**config.mk**
```make
export PLATFORM = sky130hd
export DESIGN_NAME = fuse_prog_seq
export DESIGN_NICKNAME = d
export VERILOG_FILES = /design/src/rtl/fps_pkg.sv /design/src/rtl/fps_timing_unpack.sv /design/src/rtl/fps_phase_timer.sv /design/src/rtl/fps_shift_reg.sv /design/src/rtl/fuse_prog_seq.sv
export SDC_FILE = /design/constraint.sdc
export NUM_CORES = 1
export LEC_CHECK = 0
export CAP_MARGIN = 5
export CORE_MARGIN = 5
export CORE_UTILIZATION = 40
export DETAILED_ROUTE_END_ITERATION = 10
export PLACE_DENSITY_LB_ADDON = 0.05
export SETUP_SLACK_MARGIN = 0.4
export SYNTH_ARGS = -nofsm -noshare
export SYNTH_HDL_FRONTEND = slang
export SYNTH_SLANG_ARGS = --single-unit
```
**constraint.sdc**
```tcl
create_clock -name clk -period 4.85 [get_ports clk]
set_input_delay 0.97 -clock clk [delete_from_list [all_inputs] [get_ports clk]]
set_output_delay 0.97 -clock clk [all_outputs]
set_load 0.02 [all_outputs]
```
**src/rtl/fps_pkg.sv**
```systemverilog
package fps_pkg;

    // Field layout of the packed timing word
    localparam int SP_LSB   = 0;
    localparam int SP_W     = 12;
    localparam int RX_LSB   = 12;
    localparam int RX_W     = 4;
    localparam int SR_LSB   = 16;
    localparam int SR_W     = 6;
    localparam int TIMING_W = SR_LSB + SR_W;

    typedef enum logic [3:0] {
        ST_IDLE,
        ST_RD_SETUP,
        ST_RD_STROBE,
        ST_RD_HOLD,
        ST_PG_BIT,
        ST_PG_SETUP,
        ST_PG_STROBE,
        ST_PG_HOLD,
        ST_HOLDOFF
    } seq_state_e;

    // Phase lengths after the zero-to-one floor has been applied
    typedef struct packed {
        logic [SP_W-1:0] prog_len;
        logic [RX_W-1:0] relax_len;
        logic [SR_W-1:0] read_len;
    } phase_len_t;

endpackage

```
**src/rtl/fps_timing_unpack.sv**
```systemverilog
module fps_timing_unpack
    import fps_pkg::*;
(
    input  logic [TIMING_W-1:0] timing_word,
    output phase_len_t          lens
);
    logic [SP_W-1:0] sp_raw;
    logic [RX_W-1:0] rx_raw;
    logic [SR_W-1:0] sr_raw;

    always_comb begin
        sp_raw = timing_word[SP_LSB +: SP_W];
        rx_raw = timing_word[RX_LSB +: RX_W];
        sr_raw = timing_word[SR_LSB +: SR_W];
        // A zero count still occupies one cycle
        lens.prog_len  = (sp_raw == '0) ? SP_W'(1) : sp_raw;
        lens.relax_len = (rx_raw == '0) ? RX_W'(1) : rx_raw;
        lens.read_len  = (sr_raw == '0) ? SR_W'(1) : sr_raw;
    end
endmodule

```
**src/rtl/fps_phase_timer.sv**
```systemverilog
module fps_phase_timer #(
    parameter int CNT_W = 12
) (
    input  logic             clk,
    input  logic             rst_n,
    input  logic             load,
    input  logic [CNT_W-1:0] load_len,
    output logic             last
);
    logic [CNT_W-1:0] cnt_d, cnt_q;

    always_comb begin
        cnt_d = cnt_q;
        if (load)
            cnt_d = load_len - CNT_W'(1);
        else if (cnt_q != '0)
            cnt_d = cnt_q - CNT_W'(1);
    end

    always_ff @(posedge clk or negedge rst_n) begin
        if (!rst_n) cnt_q <= '0;
        else        cnt_q <= cnt_d;
    end

    assign last = (cnt_q == '0);

    // every phase is loaded with at least one cycle
    a_r6_len_floor: assert property (@(posedge clk) disable iff (!rst_n)
        load |-> (load_len != '0));
endmodule

```
**src/rtl/fps_shift_reg.sv**
```systemverilog
module fps_shift_reg #(
    parameter int W = 32
) (
    input  logic         clk,
    input  logic         rst_n,
    input  logic         load,
    input  logic [W-1:0] load_val,
    input  logic         shift_en,
    output logic         lsb
);
    logic [W-1:0] data_d, data_q;

    always_comb begin
        data_d = data_q;
        if (load)
            data_d = load_val;
        else if (shift_en)
            data_d = {1'b0, data_q[W-1:1]};
    end

    always_ff @(posedge clk or negedge rst_n) begin
        if (!rst_n) data_q <= '0;
        else        data_q <= data_d;
    end

    assign lsb = data_q[0];

    // shifting fills the top with zero
    a_r4_zero_fill: assert property (@(posedge clk) disable iff (!rst_n)
        (shift_en && !load) |=> (data_q[W-1] == 1'b0));
endmodule

```
**src/rtl/fuse_prog_seq.sv**
```systemverilog
module fuse_prog_seq
    import fps_pkg::*;
#(
    parameter int  DATA_W      = 32,
    parameter int  NUM_WORDS   = 128,
    parameter int  HOLDOFF_CYC = 200,
    localparam int ADDR_W      = $clog2(NUM_WORDS),
    localparam int BIT_W       = $clog2(DATA_W)
) (
    input  logic                clk,
    input  logic                rst_n,
    input  logic                start_prog,
    input  logic                start_reload,
    input  logic [ADDR_W-1:0]   prog_addr,
    input  logic [DATA_W-1:0]   prog_data,
    input  logic [TIMING_W-1:0] timing_word,
    output logic                busy,
    output logic                done,
    output logic [ADDR_W-1:0]   fuse_addr,
    output logic [BIT_W-1:0]    fuse_bit,
    output logic                fuse_pgm_strobe,
    output logic                fuse_rd_strobe,
    input  logic [DATA_W-1:0]   fuse_rd_data,
    output logic                shadow_we,
    output logic [ADDR_W-1:0]   shadow_addr,
    output logic [DATA_W-1:0]   shadow_data
);
    localparam int HOLD_W = $clog2(HOLDOFF_CYC + 1);
    localparam int CNT_W  = (HOLD_W > SP_W) ? HOLD_W : SP_W;
    localparam logic [ADDR_W-1:0] LAST_ADDR = ADDR_W'(NUM_WORDS - 1);
    localparam logic [BIT_W-1:0]  LAST_BIT  = BIT_W'(DATA_W - 1);

    typedef struct packed {
        seq_state_e        state;
        logic              prog_mode;
        logic [ADDR_W-1:0] addr;
        logic [BIT_W-1:0]  bit_idx;
        logic [DATA_W-1:0] raw;
        phase_len_t        lens;
        logic              done;
        logic              sh_we;
        logic [DATA_W-1:0] sh_data;
    } ctl_t;

    ctl_t c_q, c_d;

    phase_len_t        in_lens;
    logic              tmr_load, tmr_last;
    logic [CNT_W-1:0]  tmr_len;
    logic              sh_load, sh_shift, sh_lsb;
    logic [DATA_W-1:0] sh_val;

    fps_timing_unpack u_unpack (
        .timing_word (timing_word),
        .lens        (in_lens)
    );

    fps_phase_timer #(.CNT_W(CNT_W)) u_timer (
        .clk      (clk),
        .rst_n    (rst_n),
        .load     (tmr_load),
        .load_len (tmr_len),
        .last     (tmr_last)
    );

    fps_shift_reg #(.W(DATA_W)) u_shift (
        .clk      (clk),
        .rst_n    (rst_n),
        .load     (sh_load),
        .load_val (sh_val),
        .shift_en (sh_shift),
        .lsb      (sh_lsb)
    );

    always_comb begin
        c_d       = c_q;
        c_d.done  = 1'b0;
        c_d.sh_we = 1'b0;
        tmr_load  = 1'b0;
        tmr_len   = '0;
        sh_load   = 1'b0;
        sh_shift  = 1'b0;
        // Drop bits whose fuse is already blown
        sh_val    = c_q.raw & ~fuse_rd_data;

        unique case (c_q.state)
            ST_IDLE: begin
                if (start_prog) begin
                    c_d.state     = ST_RD_SETUP;
                    c_d.prog_mode = 1'b1;
                    c_d.addr      = prog_addr;
                    c_d.raw       = prog_data;
                    c_d.lens      = in_lens;
                    tmr_load      = 1'b1;
                    tmr_len       = CNT_W'(in_lens.relax_len);
                end else if (start_reload) begin
                    c_d.state     = ST_RD_SETUP;
                    c_d.prog_mode = 1'b0;
                    c_d.addr      = '0;
                    c_d.lens      = in_lens;
                    tmr_load      = 1'b1;
                    tmr_len       = CNT_W'(in_lens.relax_len);
                end
            end
            ST_RD_SETUP: begin
                if (tmr_last) begin
                    c_d.state = ST_RD_STROBE;
                    tmr_load  = 1'b1;
                    tmr_len   = CNT_W'(c_q.lens.read_len);
                end
            end
            ST_RD_STROBE: begin
                if (tmr_last) begin
                    if (c_q.prog_mode) begin
                        sh_load = 1'b1;
                    end else begin
                        c_d.sh_we   = 1'b1;
                        c_d.sh_data = fuse_rd_data;
                    end
                    c_d.state = ST_RD_HOLD;
                    tmr_load  = 1'b1;
                    tmr_len   = CNT_W'(c_q.lens.relax_len);
                end
            end
            ST_RD_HOLD: begin
                if (tmr_last) begin
                    if (c_q.prog_mode) begin
                        c_d.state   = ST_PG_BIT;
                        c_d.bit_idx = '0;
                    end else if (c_q.addr == LAST_ADDR) begin
                        c_d.state = ST_IDLE;
                        c_d.done  = 1'b1;
                    end else begin
                        c_d.addr  = c_q.addr + ADDR_W'(1);
                        c_d.state = ST_RD_SETUP;
                        tmr_load  = 1'b1;
                        tmr_len   = CNT_W'(c_q.lens.relax_len);
                    end
                end
            end
            ST_PG_BIT: begin
                if (sh_lsb) begin
                    c_d.state = ST_PG_SETUP;
                    tmr_load  = 1'b1;
                    tmr_len   = CNT_W'(c_q.lens.relax_len);
                end else begin
                    sh_shift = 1'b1;
                    if (c_q.bit_idx == LAST_BIT) begin
                        c_d.state = ST_HOLDOFF;
                        tmr_load  = 1'b1;
                        tmr_len   = CNT_W'(HOLDOFF_CYC);
                    end else begin
                        c_d.bit_idx = c_q.bit_idx + BIT_W'(1);
                    end
                end
            end
            ST_PG_SETUP: begin
                if (tmr_last) begin
                    c_d.state = ST_PG_STROBE;
                    tmr_load  = 1'b1;
                    tmr_len   = CNT_W'(c_q.lens.prog_len);
                end
            end
            ST_PG_STROBE: begin
                if (tmr_last) begin
                    c_d.state = ST_PG_HOLD;
                    tmr_load  = 1'b1;
                    tmr_len   = CNT_W'(c_q.lens.relax_len);
                end
            end
            ST_PG_HOLD: begin
                if (tmr_last) begin
                    sh_shift = 1'b1;
                    if (c_q.bit_idx == LAST_BIT) begin
                        c_d.state = ST_HOLDOFF;
                        tmr_load  = 1'b1;
                        tmr_len   = CNT_W'(HOLDOFF_CYC);
                    end else begin
                        c_d.state   = ST_PG_BIT;
                        c_d.bit_idx = c_q.bit_idx + BIT_W'(1);
                    end
                end
            end
            ST_HOLDOFF: begin
                if (tmr_last) begin
                    c_d.state = ST_IDLE;
                    c_d.done  = 1'b1;
                end
            end
            default: c_d.state = ST_IDLE;
        endcase
    end

    always_ff @(posedge clk or negedge rst_n) begin
        if (!rst_n) c_q <= '0;
        else        c_q <= c_d;
    end

    assign busy            = (c_q.state != ST_IDLE);
    assign done            = c_q.done;
    assign fuse_addr       = c_q.addr;
    assign fuse_bit        = c_q.bit_idx;
    assign fuse_pgm_strobe = (c_q.state == ST_PG_STROBE);
    assign fuse_rd_strobe  = (c_q.state == ST_RD_STROBE);
    assign shadow_we       = c_q.sh_we;
    assign shadow_addr     = c_q.addr;
    assign shadow_data     = c_q.sh_data;

    // the two strobes never overlap
    a_r11_strobe_excl: assert property (@(posedge clk) disable iff (!rst_n)
        !(fuse_pgm_strobe && fuse_rd_strobe));

    // address held for the whole program operation
    a_r11_addr_hold: assert property (@(posedge clk) disable iff (!rst_n)
        (busy && $past(busy) && c_q.prog_mode) |-> $stable(fuse_addr));

    // bit index does not move while a strobe is applied
    a_r4_bit_stable: assert property (@(posedge clk) disable iff (!rst_n)
        (fuse_pgm_strobe && $past(fuse_pgm_strobe)) |-> $stable(fuse_bit));

    // done only once the block is no longer busy
    a_r8_done_idle: assert property (@(posedge clk) disable iff (!rst_n)
        done |-> !busy);

    // a start while busy cannot end or restart the operation early
    a_r10_busy_keep: assert property (@(posedge clk) disable iff (!rst_n)
        (busy && !tmr_last && (start_prog || start_reload)) |=> busy);

    // shadow writes belong to reload operations only
    a_r9_shadow_reload: assert property (@(posedge clk) disable iff (!rst_n)
        shadow_we |-> !c_q.prog_mode);

    // the hold-off phase is quiet
    a_r8_quiet_holdoff: assert property (@(posedge clk) disable iff (!rst_n)
        (c_q.state == ST_HOLDOFF) |-> !(fuse_pgm_strobe || fuse_rd_strobe));
endmodule

```
==> flow_summary.json <==
{
  "vias_per_cell": 5.386,
  "clock_power_share": 0.270,
  "root_buffer": "clkbuf_16",
  "die_w_microns": 147.0,
  "synth_cells": 668,
  "synth_seq_cells": 149,
  "p_leak_nw": 3.980,
  "drive_gt1_frac": 0.1881,
  "yosys-top-cells-area": "dfrtp_1, mux2_2, mux2i_1, buf_4, o21ai_0",
  "end_kind": "flop",
  "clkTransAtPathRegs_ns": 0.07,
  "worst_slack_ns": 1.046,
  "syn-cell-area_sq_mm": 0.007508,
  "start_kind": "flop",
  "core_sq_mm": 0.01858,
  "synth_flop_cell": "dfrtp_1",
  "ys_warn_count": 0,
  "cp_data_arrival_time_ns": 4.10,
  "utilization": 0.5092,
  "cts_buffer_depth": 2,
  "synth_cell_types": 70,
  "n_antenna_cell": 0,
  "synth_common_cells": "dfrtp_1, mux2_2, o21ai_0, buf_4, mux2i_1",
  "tightest_slew_ns": 1.092,
  "wire_per_inst_microns": 18.70,
  "drv_slew": 0,
  "cts_resized": 0,
  "slew_headroom": 0.2720,
  "dieArea_sq_mm": 0.02161,
  "ant_nets": 0,
  "cts_setup_buffers": 0,
  "clkSinkCount": 149,
  "drv_cap": 0,
  "postCtsHoldBufs": 0,
  "ios": 153,
  "grt_usage": 0.1778,
  "hpwlAfterDp_microns": 13870,
  "routed_wl_microns": 18890,
  "crit_fanout": 7,
  "hp-class": "flop to flop",
  "whs_ns": 0.5056,
  "rows": 50,
  "grt_antenna_before_repair": 0,
  "finalHoldViolations": 0,
  "p_switching_mw": 1.652,
  "placed_cells_incl_taps": 978,
  "drt_iter0_markers": 318,
  "synth_fp_nets": 769,
  "yosysMostFrequentCell": "dfrtp_1",
  "grt_pass1_wl_microns": 30680,
  "seq_power_share": 0.406,
  "outcome": "finished clean",
  "vias": 5440,
  "yosysTopAreaCell": "dfrtp_1",
  "io_buffer_count": 152,
  "pwr-share-comb": 0.324,
  "synth_seq_area_share": 0.4966,
  "power.density_mw_per_mm2": 517.1,
  "swShare": 0.3378,
  "critPathRequiredTime_ns": 5.15,
  "routabilityCongestion": 0.8892,
  "synth-edff-count": 0,
  "start_util": 0.4041,
  "drc": 0,
  "pre_cts_ws_ns": 0.7470,
  "cts-buffers-inserted": 17,
  "grt_max_degree": 79,
  "nets": 864,
  "synth_area_per_cell_sq_um": 11.24,
  "grt_pass1_vias": 5614,
  "rsz0062_at_grt": "no",
  "ir_drop_mv": 0.2507,
  "fin_crit_sh": 0.7844,
  "synth.top_cell.area_share": 0.4966,
  "htree_num_levels": 4,
  "clk_latency_ns": 0.42,
  "die_height_microns": 147.0,
  "finalSetupTns_ns": 0,
  "final.fill_count": 1658,
  "first_pass_iters": 5,
  "period_needed_ns": 3.804,
  "area_growth_pct": 26.00,
  "fin_skew_ns": 0.01142,
  "intPower_mw": 3.239,
  "async_flop_share": 1.000,
  "setup_viol": 0,
  "instances_no_fill": 1010,
  "cts_tree": "done",
  "fmax_mhz": 262.9,
  "grt_overflow": 0,
  "path_class": "flop to flop"
}
worst max-delay path, cell delays in order (launching register included):
cell and delay, ns:
dfrtp_1 0.41, ha_1 0.21, and3_1 0.17, ha_1 0.32, nand2_1 0.09, a211oi_1 0.38, o21ai_1 0.19, nand2_2 0.21
mux2i_1 0.34, ha_1 0.25, inv_1 0.05, a211oi_1 0.54, nand3_1 0.16, mux2_1 0.35
worst paths after layout:
path                                     end  slack (ns)  cells after the start        start
min reg2reg                          c_q[58]        0.51                      1      c_q[58]
max reg2reg                u_timer.cnt_q[10]        1.05                     13  fuse_bit[0]
min in group asynchronous          shadow_we        0.57                      1        rst_n
max in group asynchronous            c_q[87]        3.25                      2        rst_n
min                                  c_q[58]        0.51                      1      c_q[58]
max                        u_timer.cnt_q[10]        1.05                     13  fuse_bit[0]
layout by cell type, fill, tap and decap left out, types with 3 or more instances in the layout:
cell type / Yosys / routed
clkdlybuf4s50_1: 0 / 151
dfrtp_1: 149 / 149
mux2_2: 85 / 85
o21ai_0: 60 / 60
mux2i_1: 40 / 40
nor2_1: 33 / 32
nand3b_1: 32 / 32
nand2_1: 28 / 27
a21oi_1: 21 / 21
clkbuf_16: 0 / 17
nor3_1: 15 / 15
nand3_1: 16 / 15
buf_4: 52 / 7
inv_1: 6 / 6
nor4_1: 6 / 6
inv_6: 0 / 6
nand2b_1: 5 / 5
a22oi_1: 5 / 5
or3_1: 4 / 4
nor2b_1: 4 / 4
ha_1: 4 / 4
or2_2: 3 / 3
or4_1: 3 / 3
a221o_1: 3 / 3
and2_1: 3 / 3
and3_1: 3 / 3
a21o_1: 3 / 3
a22o_1: 3 / 3
mux2_1: 3 / 3
inv_8: 0 / 3
power groups by stage:
stage,Clock (mW),Sequential [mW],Combinational (mW)
floorplan,0,1.89,1.22
global placement,0,1.99,1.58
detailed placement,0,2.01,1.60
CTS,1.36,1.99,1.60
global route,1.43,2.05,1.72
finish,1.32,1.99,1.59
per-layer routing:
metal | vias to the layer above | part of all wire | GRT usage | wire, microns
met1 | 2708 | 0.43 | 0.2249 | 8076
met4 | 0 | 0.014 | 0.05452 | 257
met5 | - | 0 | 0 | 0
met3 | 19 | 0.049 | 0.04041 | 932
li1 | 2565 | - | - | -
met2 | 148 | 0.51 | 0.3044 | 9619
sequential cells by signal, indices dropped and copies added (netlist names):
register / flops
fuse_bit: 5
c_q: 59
shadow_we: 1
u_shift.data_q: 32
u_timer.cnt_q: 12
shadow_data: 32
fuse_addr: 7
done: 1
cells by family after synthesis:
kind of cell | after synthesis | synth area share
AO/OA/AOI/OAI | 124 | 0.1057
XOR/XNOR | 2 | 0.002333
adder cells (fa/ha/maj) | 4 | 0.006666
buffers and inverters | 90 | 0.07315
flip-flops | 149 | 0.4966
multiplexers | 128 | 0.1853
AND/OR/NAND/NOR | 171 | 0.1303
final cells by class:
| cell class | count | area (sq um) | area share |
|---|---|---|---|
| Multi-Input combinational cell | 429 | 3241 | 0.3425 |
| Tap cell | 234 | 292.8 | 0.03095 |
| Clock inverter | 14 | 157.7 | 0.01666 |
| Clock buffer | 18 | 439.2 | 0.04642 |
| Timing Repair Buffer | 159 | 1575 | 0.1665 |
| Inverter | 7 | 26.28 | 0.002777 |
| Sequential cell | 149 | 3729 | 0.3941 |
stage by stage:
step | total power, mW | instance area (sq um)
after floorplan | 3.108 | 7508
after global placement | 3.578 | 8864
after detailed placement | 3.603 | 8864
after CTS | 4.952 | 9460
after global routing | 5.193 | 9460
final | 4.892 | 9460
(Power assumes the default switching activity.)
